## config.mk

```make
export PLATFORM = sky130hd
export DESIGN_NAME = pclk_prescaler
export DESIGN_NICKNAME = d
export VERILOG_FILES = /design/src/rtl/pclk_pkg.sv /design/src/rtl/pclk_src_gate.sv /design/src/rtl/pclk_fixed_div.sv /design/src/rtl/pclk_prog_div.sv /design/src/rtl/pclk_prescaler.sv
export SDC_FILE = /design/constraint.sdc
export NUM_CORES = 1
export LEC_CHECK = 0
export BUFFER_PORTS_ARGS = -buffer_cell sky130_fd_sc_hd__buf_4
export CAP_MARGIN = 30
export CORE_MARGIN = 4
export CORE_UTILIZATION = 33
export CTS_BUF_LIST = sky130_fd_sc_hd__clkbuf_2
export DETAILED_ROUTE_END_ITERATION = 12
export PLACE_DENSITY_LB_ADDON = 0.2
export SLEW_MARGIN = 20
export SYNTH_ARGS = -nofsm -noshare
export SYNTH_HDL_FRONTEND = slang
export SYNTH_SLANG_ARGS = --single-unit
```

## constraint.sdc

```tcl
create_clock -name clk -period 1.4 [get_ports clk]
set_input_delay 0.28 -clock clk [delete_from_list [all_inputs] [get_ports clk]]
set_output_delay 0.28 -clock clk [all_outputs]
set_load 0.02 [all_outputs]
```

## src/rtl/pclk_pkg.sv

```systemverilog
package pclk_pkg;

    typedef enum logic [1:0] {
        PFC_MAIN     = 2'b00,
        PFC_PLL      = 2'b01,
        PFC_RING     = 2'b10,
        PFC_RING_ALT = 2'b11
    } pfc_src_e;

    typedef enum logic [1:0] {
        F2N_PFC     = 2'b00,
        F2N_XIN     = 2'b01,
        F2N_RING    = 2'b10,
        F2N_PFC_ALT = 2'b11
    } f2n_src_e;

    typedef struct packed {
        logic wait_mode;
        logic stop_in_wait;
        logic main_stop;
    } gate_ctl_t;

endpackage

```

## src/rtl/pclk_src_gate.sv

```systemverilog
module pclk_src_gate
    import pclk_pkg::*;
(
    input  logic      main_tick,
    input  logic      pll_tick,
    input  logic      ring_tick,
    input  logic      xin_tick,
    input  pfc_src_e  pfc_sel,
    input  f2n_src_e  f2n_sel,
    input  gate_ctl_t ctl,
    output logic      pfc_tick,
    output logic      f2n_src_tick
);

    logic wait_hold;
    logic pfc_run;
    logic pfc_raw;

    always_comb begin
        wait_hold = ctl.wait_mode & ctl.stop_in_wait;
        pfc_run   = ~wait_hold & ~(ctl.main_stop & (pfc_sel == PFC_MAIN));

        unique case (pfc_sel)
            PFC_MAIN:     pfc_raw = main_tick;
            PFC_PLL:      pfc_raw = pll_tick;
            PFC_RING:     pfc_raw = ring_tick;
            PFC_RING_ALT: pfc_raw = ring_tick;
            default:      pfc_raw = 1'b0;
        endcase

        pfc_tick = pfc_raw & pfc_run;

        unique case (f2n_sel)
            F2N_PFC:     f2n_src_tick = pfc_tick;
            F2N_XIN:     f2n_src_tick = xin_tick & ~wait_hold;
            F2N_RING:    f2n_src_tick = ring_tick;
            F2N_PFC_ALT: f2n_src_tick = pfc_tick;
            default:     f2n_src_tick = 1'b0;
        endcase
    end

endmodule

```

## src/rtl/pclk_fixed_div.sv

```systemverilog
module pclk_fixed_div #(
    parameter int unsigned DIV = 8
) (
    input  logic clk,
    input  logic rst_n,
    input  logic in_tick,
    output logic out_tick
);

    localparam int unsigned CW = (DIV > 1) ? $clog2(DIV) : 1;
    localparam logic [CW-1:0] LAST = CW'(DIV - 1);

    typedef struct packed {
        logic [CW-1:0] cnt;
        logic          out;
    } fd_state_t;

    fd_state_t st_d, st_q;

    always_comb begin
        st_d     = st_q;
        st_d.out = 1'b0;
        if (in_tick) begin
            if (st_q.cnt == LAST) begin
                st_d.cnt = '0;
                st_d.out = 1'b1;
            end else begin
                st_d.cnt = st_q.cnt + CW'(1);
            end
        end
    end

    always_ff @(posedge clk or negedge rst_n) begin
        if (!rst_n) begin
            st_q <= '0;
        end else begin
            st_q <= st_d;
        end
    end

    assign out_tick = st_q.out;

endmodule

```

## src/rtl/pclk_prog_div.sv

```systemverilog
module pclk_prog_div #(
    parameter int unsigned N_W = 4
) (
    input  logic           clk,
    input  logic           rst_n,
    input  logic           in_tick,
    input  logic [N_W-1:0] n_div,
    input  logic [1:0]     src_sel,
    output logic           out_tick
);

    localparam int unsigned CW = N_W + 1;

    typedef struct packed {
        logic [CW-1:0]  cnt;
        logic [N_W-1:0] n;
        logic [1:0]     sel;
        logic           out;
    } pd_state_t;

    pd_state_t st_d, st_q;
    logic      cfg_moved;
    logic [CW-1:0] last;

    always_comb begin
        cfg_moved = (n_div != st_q.n) || (src_sel != st_q.sel);
        last      = {n_div, 1'b0} - CW'(1);
        st_d      = st_q;
        st_d.n    = n_div;
        st_d.sel  = src_sel;
        st_d.out  = 1'b0;
        if (cfg_moved) begin
            st_d.cnt = '0;
        end else if (in_tick) begin
            if (n_div == '0) begin
                st_d.cnt = '0;
                st_d.out = 1'b1;
            end else if (st_q.cnt == last) begin
                st_d.cnt = '0;
                st_d.out = 1'b1;
            end else begin
                st_d.cnt = st_q.cnt + CW'(1);
            end
        end
    end

    always_ff @(posedge clk or negedge rst_n) begin
        if (!rst_n) begin
            st_q <= '0;
        end else begin
            st_q <= st_d;
        end
    end

    assign out_tick = st_q.out;

    // a divided pulse is never followed directly by another
    a_r5_no_back_to_back: assert property (@(posedge clk) disable iff (!rst_n)
        (out_tick && n_div != '0) |=> !out_tick);

endmodule

```

## src/rtl/pclk_prescaler.sv

```systemverilog
module pclk_prescaler
    import pclk_pkg::*;
#(
    parameter int unsigned MID_DIV  = 8,
    parameter int unsigned SLOW_DIV = 32,
    parameter int unsigned N_W      = 4
) (
    input  logic           clk,
    input  logic           rst_n,
    input  logic           main_tick,
    input  logic           pll_tick,
    input  logic           ring_tick,
    input  logic           xin_tick,
    input  logic [1:0]     pfc_sel,
    input  logic [1:0]     f2n_sel,
    input  logic [N_W-1:0] f2n_n,
    input  logic           wait_mode,
    input  logic           stop_in_wait,
    input  logic           main_stop,
    output logic           f1_tick,
    output logic           f8_tick,
    output logic           f32_tick,
    output logic           fad_tick,
    output logic           f2n_tick
);

    localparam int unsigned NUM_FIX = 3;
    localparam int unsigned FIX_DIV [NUM_FIX] = '{1, MID_DIV, SLOW_DIV};

    gate_ctl_t          ctl;
    logic               pfc_tick;
    logic               f2n_src_tick;
    logic [NUM_FIX-1:0] fix_out;

    assign ctl = '{wait_mode: wait_mode, stop_in_wait: stop_in_wait, main_stop: main_stop};

    pclk_src_gate u_gate (
        .main_tick    (main_tick),
        .pll_tick     (pll_tick),
        .ring_tick    (ring_tick),
        .xin_tick     (xin_tick),
        .pfc_sel      (pfc_src_e'(pfc_sel)),
        .f2n_sel      (f2n_src_e'(f2n_sel)),
        .ctl          (ctl),
        .pfc_tick     (pfc_tick),
        .f2n_src_tick (f2n_src_tick)
    );

    for (genvar gi = 0; gi < NUM_FIX; gi++) begin : g_fix
        pclk_fixed_div #(.DIV(FIX_DIV[gi])) u_div (
            .clk      (clk),
            .rst_n    (rst_n),
            .in_tick  (pfc_tick),
            .out_tick (fix_out[gi])
        );
    end

    pclk_fixed_div #(.DIV(1)) u_conv (
        .clk      (clk),
        .rst_n    (rst_n),
        .in_tick  (pfc_tick),
        .out_tick (fad_tick)
    );

    pclk_prog_div #(.N_W(N_W)) u_prog (
        .clk      (clk),
        .rst_n    (rst_n),
        .in_tick  (f2n_src_tick),
        .n_div    (f2n_n),
        .src_sel  (f2n_sel),
        .out_tick (f2n_tick)
    );

    assign f1_tick  = fix_out[0];
    assign f8_tick  = fix_out[1];
    assign f32_tick = fix_out[2];

    // wait with stop-in-wait silences the peripheral strobes next cycle
    a_r8_wait_gate: assert property (@(posedge clk) disable iff (!rst_n)
        (wait_mode && stop_in_wait) |=> (!f1_tick && !fad_tick && !f8_tick));

    // main clock stop blocks the converter strobe when main is the source
    a_r9_main_stop: assert property (@(posedge clk) disable iff (!rst_n)
        (main_stop && pfc_sel == 2'b00) |=> !fad_tick);

    // the divide-by-8 strobe only lands on an undivided strobe
    a_r3_mid_on_f1: assert property (@(posedge clk) disable iff (!rst_n)
        f8_tick |-> f1_tick);

    // the divide-by-32 strobe only lands on a divide-by-8 strobe
    a_r4_slow_on_mid: assert property (@(posedge clk) disable iff (!rst_n)
        f32_tick |-> f8_tick);

endmodule

```

==> results.sh <==
export IMPL_crit_end="u_prog.st_q[11]"
export IMPL_worstSetupPathType="reg2reg"
export IMPL_grt_usage=0.114
export IMPL_rsz0062_at_grt="true"
export IMPL_crit_arrival_ns=1.67
export IMPL_async_flop_share=1.00
export IMPL_critPathSlowestCell="dfrtp_1"
export IMPL_period_share=0.997
export IMPL_cts_clk_slew_worst_paths_ns=0.23
export IMPL_drt_iter0_drc=16
export IMPL_yosysWarnings=0
export IMPL_cp_cell_sequence="xor2_1, xnor2_1, nand3_2, nand4_1, o31ai_1"
export IMPL_drt_first_pass_iters=4
export IMPL_drv_cap=0
export IMPL_setup_viol=0
export IMPL_via_per_inst=4.84
export IMPL_core_area_mm2=0.00369
export IMPL_leakagePower_uw=0.000761
export IMPL_finalPower_uw=1830
export IMPL_grt_max_degree=24
export IMPL_groute_layer_met3_usage=0.0187
export IMPL_die_w_um=69.9
export IMPL_overflow=0
export IMPL_fin_tns_setup_ns=0
export IMPL_grt_pass1_vias=1071
export IMPL_antenna_found_initial=0
export IMPL_clkLatencyLatePin_ns=0.34
export IMPL_cp_start_kind="flip-flop"
export IMPL_skew_ns=0.00558
export IMPL_ys_seq_elements=23
export IMPL_mostFrequentLayoutCell="buf_4"
export IMPL_syn_avg_cell_area_um2=11.1
export IMPL_cts_htree_levels=1
export IMPL_drc=0
export IMPL_placed_cells_incl_taps=195
export IMPL_drive_gt1_frac=0.387
export IMPL_power_density_mw_per_mm2=1100
export IMPL_r2r_end="u_prog.st_q[11]"
export IMPL_crit_start="u_prog.st_q[10]"
export IMPL_cts_tree="built"
export IMPL_synthCells=114
export IMPL_timing_rr_start="u_prog.st_q[10]"
export IMPL_synth_enable_flop_cells=0
export IMPL_r2r_slack_ns=0.004
export IMPL_peakVddDrop_v=0.000379
export IMPL_nNetsFinal=182
export IMPL_grtUsageMet1=0.129
export IMPL_synth_distinct_cells=33
export IMPL_reg2reg_depth=5
export IMPL_fmax_mhz=716
export IMPL_top_usage_layer="met2"
export IMPL_synth_flop_cell="dfrtp_1"
export IMPL_portBuffers=21
export IMPL_final_cells=203
export IMPL_detail_route_antenna_nets=0
export IMPL_use_met2=0.205
export IMPL_hold_path_class="in2reg"
export IMPL_rows=22
export IMPL_clk_path_buf_depth=2
export IMPL_clk_root_buffer_cell="clkbuf_2"
export IMPL_maxSlewHeadroom=0.798
export IMPL_hold_viol_final=0
export IMPL_period_minus_slack_ns=1.40
export IMPL_start_util=0.343
export IMPL_syn_to_final_growth_pct=30.9
export IMPL_synth_seq_area_share=0.455
export IMPL_slowest_delay_ns=0.45
export IMPL_fin_hold_ws_ns=0.0587
export IMPL_vias=983
export IMPL_cts_buffers=3
export IMPL_synth_area_mm2=0.00126
export IMPL_finalWirelength_um=2560
export IMPL_layout_common_cells="39 x buf_4, 23 x dfrtp_1, 10 x xnor2_1"
export IMPL_grt_first_pass_wirelength_um=4530
export IMPL_die_area_mm2=0.00489
export IMPL_ios=22
export IMPL_gp_congestion=0.834
export IMPL_dp_hpwl_um=2020
export IMPL_worstSetupEndpointType="flip-flop"
export IMPL_worst_pin_slew_ns=0.303
export IMPL_drv_slew=0
export IMPL_synthesis_nets=140
export IMPL_critPathMaxFanout=6
export IMPL_worstPathRequired_ns=1.67
export IMPL_wl_per_cell_um=12.6
export IMPL_status="finished clean"
export IMPL_cts_sinks=23
export IMPL_die_y_um=69.9
export IMPL_diodes=0
## through the flow
step | instance area, µm² | utilization | setup slack, ns
after floorplan | 1270 | - | 0.00278
after global placement | 1580 | 0.428 | -0.196
after detailed placement | 1580 | 0.428 | -0.252
after CTS | 1630 | 0.441 | -0.0170
after global routing | 1660 | 0.449 | -0.123
final | 1660 | 0.449 | 0.00368
## logic make-up after synthesis
group,Yosys count,synth area share
AOI/OAI and AO/OA,15,0.104
xor gates and xnor gates,12,0.0831
adders and majority gates,9,0.0890
buffers and inverters,10,0.0396
DFF,23,0.455
muxes,8,0.0692
and+or+nand+nor,37,0.160
## worst min-delay path by stage
| stage | startpoint | to | slack (ns) | depth (start not counted) |
|---|---|---|---|---|
| 3_3_place_gp | rst_n | u_prog.out_tick | 0.19 | 1 |
| 6_report | f2n_n[3] | u_prog.st_q[6] | 0.06 | 1 |
| 3_5_place_dp | rst_n | g_fix[2].u_div.st_q[4] | 0.20 | 1 |
| 4_1_cts | f2n_n[3] | u_prog.st_q[6] | 0.04 | 1 |
| 2_1_floorplan | rst_n | g_fix[0].u_div.out_tick | -0.02 | 0 |
| 5_1_grt | f2n_n[3] | u_prog.st_q[6] | 0.03 | 1 |
## synth_stat cells (3+ instances only)
cell type  instances  area (µm²)
a32oi_1            3        26.3
and2_1             3        18.8
dfrtp_1           23         576
ha_1               9         113
inv_1              6        22.5
mux2_2             6        67.6
nand2_1            8        30.0
nand3_1            6        30.0
nand4_1            3        18.8
nor2_1             3        11.3
nor3_1             6        30.0
xnor2_1           10        87.6
## worst max-delay path, delay by kind of cell, from the launching register on
kind	cells	cell delay, ns
AND/OR/NAND/NOR	2	0.31
AO/OA/AOI/OAI	1	0.24
XOR/XNOR	2	0.32
flip-flops	1	0.45
## sequential cells by signal, summed over array words and instances, names as in the netlist
name                  flops
g_fix.u_div.st_q          8
u_prog.out_tick           1
u_prog.st_q              11
g_fix.u_div.out_tick      3
## layout make-up
type	count	area, µm²
fill	364	2030
multi-input combinational	81	671
timing repair buffer	40	303
clock buffer	3	15.0
tap	48	60.1
inverter	7	26.3
sequential	23	576
clock inverter	1	5.00
## what timing repair did
action                     CTS  global route
pin swaps                    0             3
setup buffers                2             1
hold endpoints to repair    23             0
setup endpoints to repair    4             5
hold buffers                 1             0
gates resized for setup      1             4
## metal layers
| metal | routed length [µm] | vias up | part of all wire |
|---|---|---|---|
| met5 | 0 | - | 0 |
| met4 | 29 | 0 | 0.011 |
| met3 | 91 | 4 | 0.036 |
| met2 | 1420 | 21 | 0.55 |
| met1 | 1020 | 475 | 0.40 |
| li1 | - | 483 | - |
## where the power goes
group | leakage, µW | switching [µW] | internal (µW) | total (µW)
clock network | 0.0000164 | 212 | 64.8 | 277
logic | 0.000460 | 264 | 397 | 661
registers | 0.000284 | 92.3 | 795 | 887
Note: power is estimated with default switching activity, not from simulation.
